`src/rtl/soft_irq_filter.sv`:
```
module soft_irq_filter #(
  parameter int DATA_W  = 32,
  parameter int NBITS   = 17,
  parameter int LVL_W   = 4,
  parameter int HI_GATE = 14
) (
  input  logic              clk,
  input  logic              rst_n,
  input  logic              reg_wr_en,
  input  logic [1:0]        reg_addr,
  input  logic [NBITS-1:0]  reg_wdata,
  output logic [DATA_W-1:0] reg_rdata,
  input  logic              lvl_wr_en,
  input  logic [LVL_W-1:0]  lvl_wdata,
  output logic [LVL_W-1:0]  lvl_q,
  input  logic              timer_match,
  output logic [NBITS-1:0]  pend
);
  localparam int TOP = NBITS - 1;

  logic [NBITS-1:0] sint_q, wr_val, sint_d;
  logic [LVL_W-1:0] pil_q;

  always_comb begin
    case (reg_addr)
      2'd0:    wr_val = reg_wdata;
      2'd1:    wr_val = sint_q | reg_wdata;
      2'd2:    wr_val = sint_q & ~reg_wdata;
      default: wr_val = sint_q;
    endcase
  end

  assign sint_d = (reg_wr_en ? wr_val : sint_q) | {timer_match, {TOP{1'b0}}};

  always_ff @(posedge clk or negedge rst_n) begin
    if (!rst_n) begin
      sint_q <= '0;
      pil_q  <= '0;
    end else begin
      sint_q <= sint_d;
      if (lvl_wr_en) pil_q <= lvl_wdata;
    end
  end

  generate
    for (genvar i = 0; i < NBITS; i++) begin : g_gate
      if (i == 0 || i == TOP) begin : g_fixed
        assign pend[i] = sint_q[i] && (int'(pil_q) < HI_GATE);
      end else begin : g_ranked
        assign pend[i] = sint_q[i] && (int'(pil_q) < i);
      end
    end
  endgenerate

  assign reg_rdata = (reg_addr == 2'd0) ? DATA_W'(sint_q) : '0;
  assign lvl_q     = pil_q;
endmodule

```
`config.mk`:
```
export PLATFORM = sky130hd
export DESIGN_NAME = soft_irq_filter
export DESIGN_NICKNAME = d
export VERILOG_FILES = /design/src/rtl/soft_irq_filter.sv
export SDC_FILE = /design/constraint.sdc
export NUM_CORES = 1
export LEC_CHECK = 0
export ABC_CLOCK_PERIOD_IN_PS = 1800
export BUFFER_PORTS_ARGS = -buffer_cell sky130_fd_sc_hd__buf_2
export CORE_ASPECT_RATIO = 2
export CORE_MARGIN = 5
export CORE_UTILIZATION = 35
export DETAILED_ROUTE_END_ITERATION = 7
export GPL_TIMING_DRIVEN = 1
export PLACE_DENSITY_LB_ADDON = 0.15
export SETUP_SLACK_MARGIN = 0.15
export SYNTH_ARGS = -nofsm -noshare
export SYNTH_HDL_FRONTEND = slang
export SYNTH_SLANG_ARGS = --single-unit
```
`constraint.sdc`:
```
create_clock -name clk -period 1.8 [get_ports clk]
set_input_delay 0.18 -clock clk [delete_from_list [all_inputs] [get_ports clk]]
set_output_delay 0.18 -clock clk [all_outputs]
set_load 0.05 [all_outputs]
```
==> results.sh <==
export IMPL_outcome="finished clean"
export IMPL_cp_cell_sequence="buf_4 > o21ai_0 > and3b_1 > buf_2"
export IMPL_fp_dieH_um=96.1
export IMPL_drive_gt1_frac=0.500
export IMPL_cts_sinks=21
export IMPL_clkLatencyLatePin_ns=0.26
export IMPL_grt_ovfl_total=0
export IMPL_first_pass_iters=4
export IMPL_hold_class="input port to flop"
export IMPL_crit_arrival_ns=1.41
export IMPL_core_area_um2=3610
export IMPL_setup_tns_ns=0
export IMPL_synth_top_area_cell="dfrtp_1"
export IMPL_power_density_nw_per_um2=931
export IMPL_grt_pass1_wl_mm=6.15
export IMPL_grt_max_degree=22
export IMPL_r2r_cells=2
export IMPL_slowest_delay_ns=0.49
export IMPL_finalHoldViolCount=0
export IMPL_wl_met3_um=306
export IMPL_wl_met2_mm=2.25
export IMPL_path_max_fanout=10
export IMPL_skew_ns=0
export IMPL_tritoncts="built"
export IMPL_worst_ep_required_time_ns=1.62
export IMPL_ys_seq_area_frac=0.405
export IMPL_setup_violations=0
export IMPL_rsz0062_at_grt="true"
export IMPL_start_util=0.359
export IMPL_final_cell_mix="buf_2, and2_1, dfrtp_1, conb_1, o21ai_1"
export IMPL_yosys_cell_types_count=32
export IMPL_ir_worst_vdd_v=0.000464
export IMPL_root_buffer="clkbuf_8"
export IMPL_wl_mm=3.93
export IMPL_r2r_end="lvl_q[3]$_DFFE_PN0P_"
export IMPL_final_util=0.487
export IMPL_grt_antenna_before_repair=0
export IMPL_drtIter0Drc=15
export IMPL_max_slew_margin=0.500
export IMPL_synthTopCellsByArea="dfrtp_1, and2_1, buf_4"
export IMPL_worst_setup_path_end_kind="output port"
export IMPL_antenna_left=0
export IMPL_worstReg2RegStart="lvl_q[3]$_DFFE_PN0P_"
export IMPL_whs_endpoint="sint_q[16]$_DFF_PN0_"
export IMPL_drv_slew=0
export IMPL_worstHoldPathCells=2
export IMPL_wl_met1_mm=1.35
export IMPL_clockBufferDepth=2
export IMPL_die_w_um=53.0
export IMPL_maxUsedRoutingLayer="met4"
export IMPL_io_pins=81
export IMPL_cpMaxStageDelayCell="dfrtp_2"
export IMPL_row_count=31
export IMPL_die_area_um2=5090
export IMPL_track_usage=0.161
export IMPL_clock_fmax_mhz=628
export IMPL_critPathLaunchType="flop"
export IMPL_htree_levels=1
export IMPL_rrSetupSlack_ns=0.76
export IMPL_p_leak_nw=0.910
export IMPL_synth_avg_cell_area_um2=9.82
export IMPL_drc=0
export IMPL_synth_top_area_share=0.405
export IMPL_min_delay_start="timer_match"
export IMPL_diodes=0
export IMPL_cts_buffers=3
export IMPL_period_share=0.885
export IMPL_gp_congestion=0.751
export IMPL_place_hpwl_mm=3.01
export IMPL_synth_cell_area_um2=1300
export IMPL_ys_seq_elements=21
export IMPL_syn2layout_area_growth_pct=35.4
export IMPL_grt_pass1_vias=1257
export IMPL_critical_path_startpoint="lvl_q[2]$_DFFE_PN0P_"
export IMPL_drt_wirelength_per_cell_um=15.7
export IMPL_max_cap_viol_count=0
export IMPL_finalCriticalPeriod_ns=1.59
export IMPL_syn_inst=132
export IMPL_fill_cells=391
export IMPL_clkTransAtPathRegs_ns=0.08
export IMPL_dr_total_vias=1188
export IMPL_fin_nets=231
export IMPL_worstMarginPinSlew_ns=0.747
export IMPL_layout_commonest_cell="buf_2"
export IMPL_worstSetupPathType="flop to output port"
export IMPL_buffer_ports_inserted=65
export IMPL_yosysWarnings=0
export IMPL_post_drt_via_cell_ratio=4.73
[power by group]
part | internal (W) | switching, W
clock network | 0.000154 | 0.000160
logic | 0.000213 | 0.000504
registers | 0.000537 | 0.0000660
total | 0.000904 | 0.000730
[flip-flops by register name, indices dropped and copies added, names as in the netlist]
signal and count:
lvl_q 4, sint_q 17
[timing repair]
action	CTS	global route
gates resized for setup	4	7
setup buffers	0	6
hold buffers	1	0
endpoints found under the setup margin	15	10
endpoints found under the hold margin	21	0
[cells in the mapped netlist]
cell type,number
a311oi_1,1
and3b_1,1
buf_2,4
a211oi_1,1
clkbuf_2,1
nor2b_2,1
buf_4,15
conb_1,1
nor2b_4,1
inv_1,2
nand2_1,2
a22o_1,10
o21ai_1,11
nand2b_1,1
nor3_1,2
nor4b_1,1
o21a_1,2
o31ai_1,1
a21boi_0,1
nor2b_1,1
a22o_2,6
and2_1,22
nor2_1,3
nand3_1,1
buf_6,2
o21ai_0,8
inv_2,1
mux2_2,4
and3_1,2
dfrtp_1,21
a221o_1,1
buf_8,1
[kinds of logic after synthesis]
family                 share of synthesized area
multiplexers                              0.0347
other                                    0.00289
buffers and inverters                      0.144
flip-flops                                 0.405
AO/OA/AOI/OAI                              0.231
AND/OR/NAND/NOR                            0.182
[per-stage QoR]
stage | instances | worst slack (ns) | hold WS [ns] | cell area, um^2 | power [W]
floorplan | 146 | 0.106 | -0.116 | 1400 | 0.00116
CTS | 245 | 0.159 | 0.125 | 1700 | 0.00162
detailed placement | 240 | 0.314 | 0.178 | 1630 | 0.00130
global placement | 240 | 0.321 | 0.169 | 1630 | 0.00129
global route | 251 | 0.119 | 0.139 | 1760 | 0.00172
finish | 251 | 0.208 | 0.129 | 1760 | 0.00163
[worst max-delay path: cells and delay by family (launching register included)]
kind,cells,cell delay (ns)
AND/OR/NAND/NOR,1,0.17
flip-flops,1,0.49
buffers and inverters,2,0.43
AO/OA/AOI/OAI,1,0.06
[how the worst max path moves through the flow]
stage / depth (start not counted) / to
2_1_floorplan: 2 / pend[2]
3_3_place_gp: 3 / pend[14]
3_5_place_dp: 3 / pend[14]
4_1_cts: 3 / pend[1]
5_1_grt: 3 / pend[9]
6_report: 4 / pend[5]
[routing by layer]
| layer | vias to the layer above | GRT usage |
|---|---|---|
| li1 | 577 | - |
| met1 | 566 | 0.179 |
| met2 | 43 | 0.296 |
| met3 | 2 | 0.0388 |
| met4 | 0 | 0.0405 |
| met5 | - | 0 |
[layout make-up]
class,count,area (um^2),share of cell area
clock buffers,3,41.3,0.0235
inverters,3,11.3,0.00641
clock inverters,1,5.00,0.00285
flip-flops and latches,21,531,0.302
multi-input cells,99,691,0.393
repair buffers,75,415,0.237
well taps,49,61.3,0.0349
No activity file was read; power rests on OpenSTA's default activity.
